`src/rtl/seq_wdog_pkg.sv`:
```
package seq_wdog_pkg;

  typedef enum logic {
    KEY_IDLE = 1'b0,
    KEY_HALF = 1'b1
  } key_state_e;

endpackage

```
`src/rtl/seq_wdog_unlock.sv`:
```
module seq_wdog_unlock
  import seq_wdog_pkg::*;
#(
  parameter int unsigned ADDR_W = 8,
  parameter int unsigned DATA_W = 8,
  parameter logic [ADDR_W-1:0] KEY_ADDR   = 8'hA6,
  parameter logic [DATA_W-1:0] KEY_FIRST  = 8'h1E,
  parameter logic [DATA_W-1:0] KEY_SECOND = 8'hE1
) (
  input  logic              clk_i,
  input  logic              rst_ni,
  input  logic              clr_i,
  input  logic              wr_en_i,
  input  logic [ADDR_W-1:0] wr_addr_i,
  input  logic [DATA_W-1:0] wr_data_i,
  output logic              arm_o
);

  key_state_e st_q, st_d;
  logic       hit;

  always_comb begin
    hit   = wr_en_i && (wr_addr_i == KEY_ADDR);
    st_d  = st_q;
    arm_o = 1'b0;
    if (hit) begin
      if (wr_data_i == KEY_FIRST) begin
        st_d = KEY_HALF;
      end else begin
        st_d = KEY_IDLE;
        if (st_q == KEY_HALF && wr_data_i == KEY_SECOND) arm_o = 1'b1;
      end
    end
    // pulse wipes any partial key and blocks bus access
    if (clr_i) begin
      st_d  = KEY_IDLE;
      arm_o = 1'b0;
    end
  end

  always_ff @(posedge clk_i or negedge rst_ni) begin
    if (!rst_ni) st_q <= KEY_IDLE;
    else         st_q <= st_d;
  end

endmodule

```
`src/rtl/seq_wdog_gate.sv`:
```
module seq_wdog_gate #(
  parameter int unsigned ADDR_W = 8,
  parameter logic [ADDR_W-1:0] CTRL_ADDR = 8'h8E
) (
  input  logic              clk_i,
  input  logic              rst_ni,
  input  logic              clr_i,
  input  logic              wr_en_i,
  input  logic [ADDR_W-1:0] wr_addr_i,
  input  logic              wr_bit_i,
  input  logic              en_i,
  input  logic              mc_en_i,
  input  logic              idle_i,
  input  logic              pdown_i,
  input  logic              wake_irq_ni,
  output logic              run_o,
  output logic              idle_frz_o,
  output logic              wake_hold_o
);

  logic frz_q, hold_q;

  always_ff @(posedge clk_i or negedge rst_ni) begin
    if (!rst_ni) begin
      frz_q <= 1'b0;
    end else if (!clr_i && wr_en_i && wr_addr_i == CTRL_ADDR) begin
      frz_q <= wr_bit_i;
    end
  end

  // remembers a wake request seen in power-down until the line is released
  always_ff @(posedge clk_i or negedge rst_ni) begin
    if (!rst_ni) begin
      hold_q <= 1'b0;
    end else if (wake_irq_ni) begin
      hold_q <= 1'b0;
    end else if (pdown_i) begin
      hold_q <= 1'b1;
    end
  end

  logic paused;
  always_comb begin
    paused = pdown_i
           | (hold_q & ~wake_irq_ni)
           | (idle_i & frz_q);
    run_o  = en_i & mc_en_i & ~paused;
  end

  assign idle_frz_o  = frz_q;
  assign wake_hold_o = hold_q;

endmodule

```
`src/rtl/seq_wdog_counter.sv`:
```
module seq_wdog_counter #(
  parameter int unsigned CNT_W = 14
) (
  input  logic             clk_i,
  input  logic             rst_ni,
  input  logic             clr_i,
  input  logic             arm_i,
  input  logic             run_i,
  output logic             en_o,
  output logic [CNT_W-1:0] cnt_o,
  output logic             ovf_o
);

  localparam logic [CNT_W-1:0] CNT_MAX = '1;

  logic             en_q;
  logic [CNT_W-1:0] cnt_q;

  always_ff @(posedge clk_i or negedge rst_ni) begin
    if (!rst_ni) begin
      en_q  <= 1'b0;
      cnt_q <= '0;
    end else if (clr_i) begin
      en_q  <= 1'b0;
      cnt_q <= '0;
    end else if (arm_i) begin
      en_q  <= 1'b1;
      cnt_q <= '0;
    end else if (run_i) begin
      cnt_q <= cnt_q + 1'b1;
    end
  end

  // service write on the wrapping edge wins over the wrap
  assign ovf_o = run_i & ~arm_i & ~clr_i & (cnt_q == CNT_MAX);
  assign en_o  = en_q;
  assign cnt_o = cnt_q;

endmodule

```
`src/rtl/seq_wdog_pulse.sv`:
```
module seq_wdog_pulse #(
  parameter int unsigned PULSE_LEN = 96
) (
  input  logic clk_i,
  input  logic rst_ni,
  input  logic start_i,
  output logic pulse_o
);

  localparam int unsigned PC_W = $clog2(PULSE_LEN + 1);
  localparam logic [PC_W-1:0] PC_LOAD = PC_W'(PULSE_LEN - 1);

  logic            act_q;
  logic [PC_W-1:0] pc_q;

  always_ff @(posedge clk_i or negedge rst_ni) begin
    if (!rst_ni) begin
      act_q <= 1'b0;
      pc_q  <= '0;
    end else if (act_q) begin
      if (pc_q == '0) act_q <= 1'b0;
      else            pc_q  <= pc_q - 1'b1;
    end else if (start_i) begin
      act_q <= 1'b1;
      pc_q  <= PC_LOAD;
    end
  end

  assign pulse_o = act_q;

endmodule

```
`src/rtl/seq_wdog.sv`:
```
module seq_wdog #(
  parameter int unsigned CNT_W      = 14,
  parameter int unsigned PULSE_LEN  = 96,
  parameter int unsigned ADDR_W     = 8,
  parameter int unsigned DATA_W     = 8,
  parameter logic [ADDR_W-1:0] KEY_ADDR   = 8'hA6,
  parameter logic [ADDR_W-1:0] CTRL_ADDR  = 8'h8E,
  parameter int unsigned       CTRL_BIT   = 0,
  parameter logic [DATA_W-1:0] KEY_FIRST  = 8'h1E,
  parameter logic [DATA_W-1:0] KEY_SECOND = 8'hE1
) (
  input  logic              clk_i,
  input  logic              rst_ni,
  input  logic              mc_en_i,
  input  logic              wr_en_i,
  input  logic [ADDR_W-1:0] wr_addr_i,
  input  logic [DATA_W-1:0] wr_data_i,
  input  logic              idle_i,
  input  logic              pdown_i,
  input  logic              wake_irq_ni,
  output logic              wdt_rst_o
);

  logic             arm, run, en, ovf, pulse;
  logic             idle_frz, wake_hold;
  logic [CNT_W-1:0] cnt;

  seq_wdog_unlock #(
    .ADDR_W    (ADDR_W),
    .DATA_W    (DATA_W),
    .KEY_ADDR  (KEY_ADDR),
    .KEY_FIRST (KEY_FIRST),
    .KEY_SECOND(KEY_SECOND)
  ) i_unlock (
    .clk_i    (clk_i),
    .rst_ni   (rst_ni),
    .clr_i    (pulse),
    .wr_en_i  (wr_en_i),
    .wr_addr_i(wr_addr_i),
    .wr_data_i(wr_data_i),
    .arm_o    (arm)
  );

  seq_wdog_gate #(
    .ADDR_W   (ADDR_W),
    .CTRL_ADDR(CTRL_ADDR)
  ) i_gate (
    .clk_i      (clk_i),
    .rst_ni     (rst_ni),
    .clr_i      (pulse),
    .wr_en_i    (wr_en_i),
    .wr_addr_i  (wr_addr_i),
    .wr_bit_i   (wr_data_i[CTRL_BIT]),
    .en_i       (en),
    .mc_en_i    (mc_en_i),
    .idle_i     (idle_i),
    .pdown_i    (pdown_i),
    .wake_irq_ni(wake_irq_ni),
    .run_o      (run),
    .idle_frz_o (idle_frz),
    .wake_hold_o(wake_hold)
  );

  seq_wdog_counter #(
    .CNT_W(CNT_W)
  ) i_counter (
    .clk_i (clk_i),
    .rst_ni(rst_ni),
    .clr_i (pulse),
    .arm_i (arm),
    .run_i (run),
    .en_o  (en),
    .cnt_o (cnt),
    .ovf_o (ovf)
  );

  seq_wdog_pulse #(
    .PULSE_LEN(PULSE_LEN)
  ) i_pulse (
    .clk_i  (clk_i),
    .rst_ni (rst_ni),
    .start_i(ovf),
    .pulse_o(pulse)
  );

  assign wdt_rst_o = pulse;

endmodule

```
`config.mk`:
```
export PLATFORM = sky130hd
export DESIGN_NAME = seq_wdog
export DESIGN_NICKNAME = d
export VERILOG_FILES = /design/src/rtl/seq_wdog_pkg.sv /design/src/rtl/seq_wdog_unlock.sv /design/src/rtl/seq_wdog_gate.sv /design/src/rtl/seq_wdog_counter.sv /design/src/rtl/seq_wdog_pulse.sv /design/src/rtl/seq_wdog.sv
export SDC_FILE = /design/constraint.sdc
export NUM_CORES = 1
export LEC_CHECK = 0
export BUFFER_PORTS_ARGS = -buffer_cell sky130_fd_sc_hd__buf_2
export CAP_MARGIN = 10
export CORE_MARGIN = 2
export CORE_UTILIZATION = 54
export DETAILED_ROUTE_END_ITERATION = 16
export PLACE_DENSITY = 0.77
export SLEW_MARGIN = 10
export SYNTH_ARGS = -nofsm -noshare
export SYNTH_HDL_FRONTEND = slang
export SYNTH_SLANG_ARGS = --single-unit
```
`constraint.sdc`:
```
create_clock -name clk_i -period 2 [get_ports clk_i]
set_input_delay 0.4 -clock clk_i [delete_from_list [all_inputs] [get_ports clk_i]]
set_output_delay 0.4 -clock clk_i [all_outputs]
set_load 0.01 [all_outputs]
```
==> impl_metrics.json, run 1 <==
{
  "hold_viol_final": 0,
  "antennaDiodeCount": 0,
  "ys_types": 35,
  "dr.pass1.iters": 4,
  "first_iter_violations": 30,
  "ys_async_sr_fraction_pct": 100.0,
  "cts_tree": "done",
  "fillCellCount": 207,
  "cts_buffer_depth": 2,
  "synth-edff-count": 0,
  "rsz0062_at_grt": "false",
  "insertion_delay_ns": 0.32,
  "outcome": "finished, final reports clean",
  "grt_max_degree": 27,
  "synth_fp_nets": 160,
  "design_area_sq_um": 1555,
  "power_mw": 1.031,
  "synth_top_family_by_area": "simple AND/OR/NAND/NOR gates",
  "syn_area_per_cell_sq_um": 10.07,
  "start_util_pct": 55.92,
  "synthTopCellsByArea": "dfrtp_1 48%, xor2_1 6.4%, nor2_1 5.0%",
  "fmax_mhz": 558.0,
  "clkSlewWorstSetupHoldPaths_ns": 0.14,
  "io_buffers": 23,
  "post_cts_buffers": 0,
  "numCtsBuffers": 3,
  "whs_ns": 0.04286,
  "startpoint": "i_counter.cnt_o[0]$_DFFE_PN0P_",
  "synth-simple-area-share_pct": 30.82,
  "core_area_sq_um": 2432,
  "multi_input_area_sq_um": 686.9,
  "cts_max_level": 1,
  "drcViolationCount": 0,
  "tightest_slew_ns": 0.5612,
  "final_common_cell": "dfrtp_1",
  "finalSetupViolCount": 0,
  "regArea_sq_um": 650.6,
  "wirelength_mm": 2.529,
  "synth.ff_latch_count": 26,
  "slew_violations": 0,
  "ioPinCount": 24,
  "seq_area_frac_synth_pct": 47.84,
  "drive_above_1_share_pct": 20.50,
  "gr-usage-all-layers_pct": 18.75,
  "die_x_um": 54.19,
  "setup_slack_ns": 0.2079,
  "instances_no_fill": 191,
  "wl_per_cell_um": 13.24,
  "p_per_area_nw_per_um2": 662.6,
  "worstSetupPathType": "reg -> reg",
  "clkSinkCount": 26,
  "routed_via_density": 5.717,
  "ant_nets": 0,
  "final_cell_mix": "26 x dfrtp_1, 23 x buf_2, 18 x nor2_1, 10 x nand4_1, 10 x xor2_1",
  "die_area_sq_um": 2936,
  "num_rows": 18,
  "peakVddDrop_uv": 489.7,
  "drv_cap": 0,
  "final.setup.tns_ns": 0,
  "p_leak_nw": 0.7167,
  "syn_area_sq_um": 1360,
  "yosysWarnings": 0,
  "crit_required_ns": 2.25,
  "postPlaceCellArea_sq_um": 1533,
  "cts_root_buf": "clkbuf_4",
  "period_minus_slack_ns": 1.792,
  "fin_crit_sh_pct": 89.61,
  "path_max_fanout": 8,
  "grt_pass1_wl_mm": 3.905,
  "grt_overflow": 0,
  "reg2reg_from": "i_counter.cnt_o[0]$_DFFE_PN0P_",
  "gp_congestion": 0.8043,
  "ctsHoldBuffers": 0,
  "netlist_instances": 135,
  "min_path_type": "in -> async",
  "crit_path_start_kind": "flip-flop",
  "synth_compound_area_share_pct": 7.912,
  "synthAdderAreaFrac_pct": 1.840,
  "area_growth_pct": 14.35,
  "final_core_util_pct": 63.94,
  "dieHeight_um": 54.19,
  "post-place-cells": 188,
  "post-dp-hpwl_mm": 1.888,
  "end_kind": "flip-flop",
  "ctsResizeCount": 0,
  "finalNetCount": 188,
  "clock_skew_ns": 0.001818,
  "cp.arrival_ns": 2.04,
  "antenna_found_initial": 0,
  "synthFlopType": "dfrtp_1",
  "synth_top_cell_by_area": "dfrtp_1",
  "grt_pass1_vias": 920,
  "synth_top_cell_area_share_pct": 47.84,
  "pre_cts_slack_ns": 0.1559,
  "synth-xor-area-share_pct": 8.372,
  "num_vias": 1092,
  "synthMuxAreaShare_pct": 1.564,
  "max_slew_margin_pct": 62.59
}
cell type report:
| class | instances | share of cell area [%] |
|---|---|---|
| inverters | 4 | 0.9654 |
| clock buffers | 3 | 1.448 |
| flip-flops and latches | 26 | 41.83 |
| multi-input cells | 103 | 44.17 |
| well taps | 30 | 2.414 |
| repair buffers | 25 | 9.171 |
worst paths after layout:
kind | endpoint | slack, ns | cells past startpoint
max in group asynchronous | i_pulse.pc_q[5]$_DFFE_PN0P_ | 1.59 | 1
hold reg to reg | i_pulse.pc_q[6]$_DFFE_PN0P_ | 0.49 | 1
min in group clk_i | i_gate.wake_hold_o$_DFFE_PN0P_ | 0.26 | 2
setup / recovery | i_pulse.pc_q[1]$_DFFE_PN0P_ | 0.21 | 5
hold / removal | i_counter.cnt_o[8]$_DFFE_PN0P_ | 0.04 | 1
setup reg to reg | i_pulse.pc_q[1]$_DFFE_PN0P_ | 0.21 | 5
Yosys cell counts (3+ instances only):
master and instances:
dfrtp_1 26, and3_1 5, o21ai_0 3, xor2_1 10
a21oi_1 5, nand3_1 8, xnor2_1 3, nor2_1 18
nand4_1 10, nor3_1 3, nand2_1 7, inv_1 4
nand2b_1 3
layer usage:
layer  global-route usage, %  up-vias  share of wire, %
met3                   2.500        4               4.9
met1                   24.78      526                50
met4                   10.00        0               1.4
li1                        -      538                 -
met2                   29.72       24                44
met5                       0        -                 0
logic make-up after synthesis:
group                    Yosys count
buffers and inverters              6
XOR/XNOR                          13
AO/OA/AOI/OAI                     14
adder cells (fa/ha/maj)            2
flip-flops                        26
multiplexers                       2
AND/OR/NAND/NOR                   72
critical path, stage by stage, from the launching register on:
cell      delay [ns]
dfrtp_1         0.42
ha_1            0.24
nand4b_1        0.12
a211o_2         0.31
nand4b_1        0.38
a22oi_1         0.24
sequential cells by signal, indices dropped and copies added, names as in the netlist:
register,count
i_gate.idle_frz_o,1
i_gate.wake_hold_o,1
i_pulse.pc_q,7
i_counter.cnt_o,14
i_counter.en_o,1
i_unlock.st_q,1
i_pulse.pulse_o,1
power by group:
| group | internal (mW) | switching [mW] | total [mW] | leakage [nW] |
|---|---|---|---|---|
| Clock | 0.0708 | 0.155 | 0.226 | 0.0138 |
| Sequential | 0.578 | 0.0630 | 0.641 | 0.316 |
| Combinational | 0.0798 | 0.0833 | 0.163 | 0.387 |
| Total | 0.729 | 0.302 | 1.03 | 0.717 |
No activity file was read; power rests on OpenSTA's default activity.
==> inputs of run 2 (changes only) <==
--- a/config.mk
+++ b/config.mk
@@ -8,9 +8,10 @@
 export BUFFER_PORTS_ARGS = -buffer_cell sky130_fd_sc_hd__buf_2
 export CAP_MARGIN = 10
 export CORE_MARGIN = 2
-export CORE_UTILIZATION = 54
+export CORE_UTILIZATION = 55
+export CTS_BUF_LIST = sky130_fd_sc_hd__clkbuf_4 sky130_fd_sc_hd__clkbuf_8
 export DETAILED_ROUTE_END_ITERATION = 16
-export PLACE_DENSITY = 0.77
+export PLACE_DENSITY = 0.79
 export SLEW_MARGIN = 10
 export SYNTH_ARGS = -nofsm -noshare
 export SYNTH_HDL_FRONTEND = slang
==> run 2 against run 1 <==
Net effect: critical path depth up 1; hold slack better by 0.014 ns; clock power down 3%; sequential cell count unchanged; via count down 0.55%; largest power group unchanged.
==> impl_metrics.json, run 2 (synthesis gave the netlist of run 1 again) <==
{
  "insertion_delay_ns": 0.31,
  "outcome": "finished, final reports clean",
  "core_area_sq_um": 2410,
  "num_vias": 1086,
  "grt_pass1_vias": 1023,
  "io_buffers": 23,
  "sw_frac_of_total_pct": 29.11,
  "cp_top_family": "simple AND/OR/NAND/NOR gates",
  "rr_worst_depth": 6,
  "r2r_end": "i_pulse.pc_q[4]$_DFFE_PN0P_",
  "drv_cap": 0,
  "p_int_mw": 0.7294,
  "startpoint": "i_counter.cnt_o[0]$_DFFE_PN0P_",
  "slew_violations": 0,
  "max_slew_margin_pct": 62.21,
  "p_leak_nw": 0.7182,
  "start_util_pct": 56.44,
  "die_area_sq_um": 2886,
  "grt_max_degree": 27,
  "cts_tree": "done",
  "switching_power_mw": 0.2995,
  "clock_skew_ns": 0.0006549,
  "cts_max_level": 1,
  "use_met1_pct": 26.16,
  "period_minus_slack_ns": 1.876,
  "wirelength_mm": 2.703,
  "gp_congestion": 0.8244,
  "finalSetupViolCount": 0,
  "rsz0062_at_grt": "false",
  "cts_root_buf": "clkbuf_4",
  "clkSinkCount": 26,
  "cp.arrival_ns": 2.14,
  "num_rows": 18,
  "gr-usage-all-layers_pct": 20.04,
  "cp_common_cell": "nand4b_1",
  "finalNetCount": 189,
  "p_seq_share_pct": 62.6,
  "cp.depth": 6,
  "final_common_cell": "dfrtp_1",
  "reg2reg_from": "i_counter.cnt_o[0]$_DFFE_PN0P_",
  "path_max_fanout": 8,
  "wl_per_cell_um": 14.08,
  "final_core_util_pct": 64.33,
  "numCtsBuffers": 3,
  "crit_path_start_kind": "flip-flop",
  "cts_buffer_depth": 2,
  "post-place-cells": 188,
  "critPathSlowestCell": "dfrtp_1",
  "drcViolationCount": 0,
  "drive_above_1_share_pct": 20.99,
  "final.setup.tns_ns": 0,
  "antennaDiodeCount": 0,
  "antenna_found_initial": 0,
  "met2_usage_pct": 33.13,
  "first_iter_violations": 29,
  "end_kind": "flip-flop",
  "ctsHoldBuffers": 0,
  "clkSlewWorstSetupHoldPaths_ns": 0.13,
  "crit_path_cell_trace": "ha_1, nand4b_1, a211o_2, nand4b_1, buf_4, nand3_1",
  "dr.pass1.iters": 4,
  "combPwrFrac_pct": 16.1,
  "fin_crit_sh_pct": 93.81,
  "top_usage_layer": "met2",
  "slowest_delay_ns": 0.43,
  "min_path_type": "in -> async",
  "ioPinCount": 24,
  "hold_viol_final": 0,
  "p_per_area_nw_per_um2": 663.7,
  "largest_reg_flops": 14,
  "fmax_mhz": 533.0,
  "area_growth_pct": 13.98,
  "crit_required_ns": 2.26,
  "ant_nets": 0,
  "final_cell_mix": "26 x dfrtp_1, 23 x buf_2, 18 x nor2_1, 10 x nand4_1, 10 x xor2_1",
  "ff2ff_setup_slack_ns": 0.12,
  "pre_cts_slack_ns": 0.1195,
  "use_met3_pct": 2.500,
  "clkPwrFrac_pct": 21.3,
  "peakVddDrop_uv": 546.7,
  "worstSetupPathType": "reg -> reg",
  "crit_buf_inv": 1,
  "setup_slack_ns": 0.1237,
  "dieHeight_um": 53.73,
  "post-dp-hpwl_mm": 1.964,
  "die_x_um": 53.73,
  "routed_via_density": 5.656,
  "grt_pass1_wl_mm": 4.209,
  "instances_no_fill": 192,
  "tightest_slew_ns": 0.5669,
  "crit_path_end": "i_pulse.pc_q[4]$_DFFE_PN0P_",
  "grt_overflow": 0
}
==> run 2: cell types whose count changed in the layout (fill, tap and decap cells not counted) <==
cell and change:
o21ai_1 +1, buf_4 +2, o21ai_0 -1, buf_12 -1
==> run 2: repair_timing <==
| action | in CTS | in global routing |
|---|---|---|
| buffers inserted | 0 | 1 |
| endpoints found under the setup margin | 0 | 1 |
| resized for setup | 0 | 1 |
==> run 2: final cells by class <==
| class | count | area [sq um] |
|---|---|---|
| clock buffers | 3 | 22.52 |
| fillers | 185 | 859.6 |
| inverters | 4 | 15.01 |
| multi-input cells | 103 | 686.9 |
| flip-flops and latches | 26 | 650.6 |
| well taps | 30 | 37.54 |
| repair buffers | 26 | 137.6 |
==> run 2: per-stage QoR <==
stage          total power [mW]  area (sq um)  hold slack (ns)
2_1_floorplan            0.7418          1360           0.1044
3_3_place_gp             0.7996          1520           0.4241
3_5_place_dp             0.8189          1520           0.4313
4_1_cts                   1.040          1543          0.07139
5_1_grt                   1.086          1550          0.07777
6_report                  1.029          1550          0.05661
==> run 2: worst min path at each step <==
stage                                           endpoint  slack, ns  depth (start not counted)
final                     i_counter.cnt_o[8]$_DFFE_PN0P_       0.06                          1
after global routing      i_counter.cnt_o[8]$_DFFE_PN0P_       0.08                          1
after CTS                 i_counter.cnt_o[5]$_DFFE_PN0P_       0.07                          1
after detailed placement  i_counter.cnt_o[5]$_DFFE_PN0P_       0.43                          1
after global placement    i_counter.cnt_o[8]$_DFFE_PN0P_       0.42                          1
after floorplan           i_counter.cnt_o[0]$_DFFE_PN0P_       0.10                          0
==> run 2: metal layers <==
layer,wire length [um],share of wire (%)
met4,13,0.48
met1,1298,48
met2,1261,47
met3,129,4.8
met5,0,0
==> run 2: power by group through the flow <==
stage	clock network (mW)	registers, mW	logic, mW
after floorplan	0	0.634	0.108
after global placement	0	0.643	0.157
after detailed placement	0	0.650	0.169
after CTS	0.227	0.642	0.171
after global routing	0.247	0.651	0.189
final	0.219	0.644	0.166
==> inputs of run 3 (changes only) <==
--- a/config.mk
+++ b/config.mk
@@ -8,10 +8,10 @@
 export BUFFER_PORTS_ARGS = -buffer_cell sky130_fd_sc_hd__buf_2
 export CAP_MARGIN = 10
 export CORE_MARGIN = 2
-export CORE_UTILIZATION = 55
+export CORE_UTILIZATION = 45
 export CTS_BUF_LIST = sky130_fd_sc_hd__clkbuf_4 sky130_fd_sc_hd__clkbuf_8
 export DETAILED_ROUTE_END_ITERATION = 16
-export PLACE_DENSITY = 0.79
+export PLACE_DENSITY = 0.66
 export SLEW_MARGIN = 10
 export SYNTH_ARGS = -nofsm -noshare
 export SYNTH_HDL_FRONTEND = slang
==> run 3 against run 2 <==
Net effect: the flow now finishes with violations (DRC); register-to-register slack improved by 0.09 ns; clock power is 18% higher; fmax grew 4.8%; hold slack got worse by 0.0019 ns; routed wire length shrank 6.5%; sequential cell count stayed put; count of clock-buffer cells in the layout increased by 1; sequential share of layout area fell by 0.73 points; largest cell class unchanged; highest routed layer is now met3.
==> impl_metrics.json, run 3 (synthesis gave the netlist of run 1 again) <==
{
  "cp.depth": 5,
  "dr.pass1.iters": 10,
  "grt_max_degree": 27,
  "clkSlewWorstSetupHoldPaths_ns": 0.13,
  "sw_frac_of_total_pct": 27.35,
  "p_int_mw": 0.7816,
  "gr-usage-all-layers_pct": 16.48,
  "postPlaceCellArea_sq_um": 1541,
  "setup_slack_ns": 0.2101,
  "critPathSlowestCell": "dfrtp_1",
  "period_minus_slack_ns": 1.790,
  "crit_required_ns": 2.24,
  "cts_max_level": 1,
  "final.setup.tns_ns": 0,
  "cts_tree": "done",
  "antennaDiodeCount": 0,
  "numCtsBuffers": 3,
  "slowest_delay_ns": 0.43,
  "design_area_sq_um": 1578,
  "combPwrFrac_pct": 16.8,
  "crit_buf_inv": 0,
  "antenna_found_initial": 0,
  "grt_pass1_wl_mm": 4.436,
  "power_mw": 1.076,
  "p_leak_nw": 0.7291,
  "violations": "DRC",
  "clock_skew_ns": 0.003081,
  "start_util_pct": 48.48,
  "outcome": "complete, but fails checks",
  "crit_path_cell_trace": "ha_1, nand4b_1, a211o_2, nand4b_1, a22oi_1",
  "finalNetCount": 189,
  "insertion_delay_ns": 0.31,
  "num_rows": 19,
  "slew_violations": 0,
  "cp_top_family": "compound AO/OA/AOI/OAI gates",
  "area_growth_pct": 16.01,
  "drcViolationCount": 3,
  "drive_above_1_share_pct": 21.47,
  "num_vias": 1089,
  "grt_overflow": 0,
  "hold_viol_final": 0,
  "cts_root_buf": "clkbuf_4",
  "end_kind": "flip-flop",
  "post-place-cells": 190,
  "clkPwrFrac_pct": 23.9,
  "post-dp-hpwl_mm": 1.928,
  "gp_congestion": 0.7714,
  "fmax_mhz": 558.7,
  "drv_cap": 0,
  "final_common_cell": "dfrtp_1",
  "core_area_sq_um": 2805,
  "min_path_type": "in -> async",
  "rr_worst_depth": 5,
  "tightest_slew_ns": 0.5693,
  "cp_common_cell": "nand4b_1",
  "instances_no_fill": 194,
  "ctsHoldBuffers": 0,
  "largest_reg_flops": 14,
  "wl_per_cell_um": 13.02,
  "cts_buffer_depth": 2,
  "crit_path_start_kind": "flip-flop",
  "die_x_um": 58.98,
  "io_buffers": 23,
  "finalSetupViolCount": 0,
  "peakVddDrop_uv": 492.9,
  "ctsResizeCount": 0,
  "pre_cts_slack_ns": 0.02351,
  "p_seq_share_pct": 59.3,
  "cp.arrival_ns": 2.03,
  "path_max_fanout": 8,
  "routed_via_density": 5.613,
  "wirelength_mm": 2.526,
  "post_cts_buffers": 0,
  "switching_power_mw": 0.2942,
  "rsz0062_at_grt": "false",
  "final_cell_mix": "26 x dfrtp_1, 23 x buf_2, 18 x nor2_1, 10 x nand4_1, 10 x xor2_1",
  "dieHeight_um": 58.98,
  "ioPinCount": 24,
  "worstSetupPathType": "reg -> reg",
  "die_area_sq_um": 3478,
  "grt_pass1_vias": 995,
  "max_slew_margin_pct": 62.05,
  "clkSinkCount": 26,
  "first_iter_violations": 56,
  "ant_nets": 0,
  "p_per_area_nw_per_um2": 681.9,
  "fin_crit_sh_pct": 89.49
}
[run 3: cell types whose count changed in the layout (fill, tap and decap cells not counted)]
cell	change
o21ai_1	-1
o21ai_0	+1
buf_12	+1
clkbuf_8	+1
buf_4	-1
[run 3: worst paths after layout]
check,endpoint,slack [ns],from
setup / recovery,i_pulse.pc_q[1]$_DFFE_PN0P_,0.21,i_counter.cnt_o[0]$_DFFE_PN0P_
hold / removal,i_pulse.pc_q[2]$_DFFE_PN0P_,0.05,rst_ni
setup reg to reg,i_pulse.pc_q[1]$_DFFE_PN0P_,0.21,i_counter.cnt_o[0]$_DFFE_PN0P_
hold reg to reg,i_pulse.pc_q[6]$_DFFE_PN0P_,0.50,i_pulse.pc_q[6]$_DFFE_PN0P_
max in group asynchronous,i_counter.cnt_o[0]$_DFFE_PN0P_,1.57,rst_ni
min in group clk_i,i_gate.wake_hold_o$_DFFE_PN0P_,0.27,wake_irq_ni
[run 3: per-layer routing]
layer	vias to the layer above	GRT usage (%)	share of wire, %
met5	-	0	0
met4	0	1.948	0
met3	0	4.585	5.5
met2	26	26.83	46
met1	519	22.77	48
li1	544	-	-
[run 3: layout make-up]
class / count / area (sq um)
Clock buffer: 4 / 36.28
Sequential cell: 26 / 650.6
Inverter: 4 / 15.01
Multi-Input combinational cell: 103 / 686.9
Tap cell: 31 / 38.79
Fill cell: 256 / 1227
Timing Repair Buffer: 26 / 150.1
[run 3: power by group through the flow]
stage	Clock (mW)	Sequential, mW	Combinational (mW)
2_1_floorplan	0	0.634	0.108
3_3_place_gp	0	0.643	0.177
3_5_place_dp	0	0.647	0.183
4_1_cts	0.274	0.636	0.184
5_1_grt	0.289	0.649	0.208
6_report	0.258	0.637	0.181
[run 3: stage by stage]
| stage | utilization (%) | hold WS [ns] |
|---|---|---|
| after global placement | 54.95 | 0.4341 |
| after global routing | 56.24 | 0.08762 |
| final | 56.24 | 0.05475 |
| after CTS | 56.24 | 0.06771 |
| after detailed placement | 54.95 | 0.4379 |
| after floorplan | - | 0.1044 |
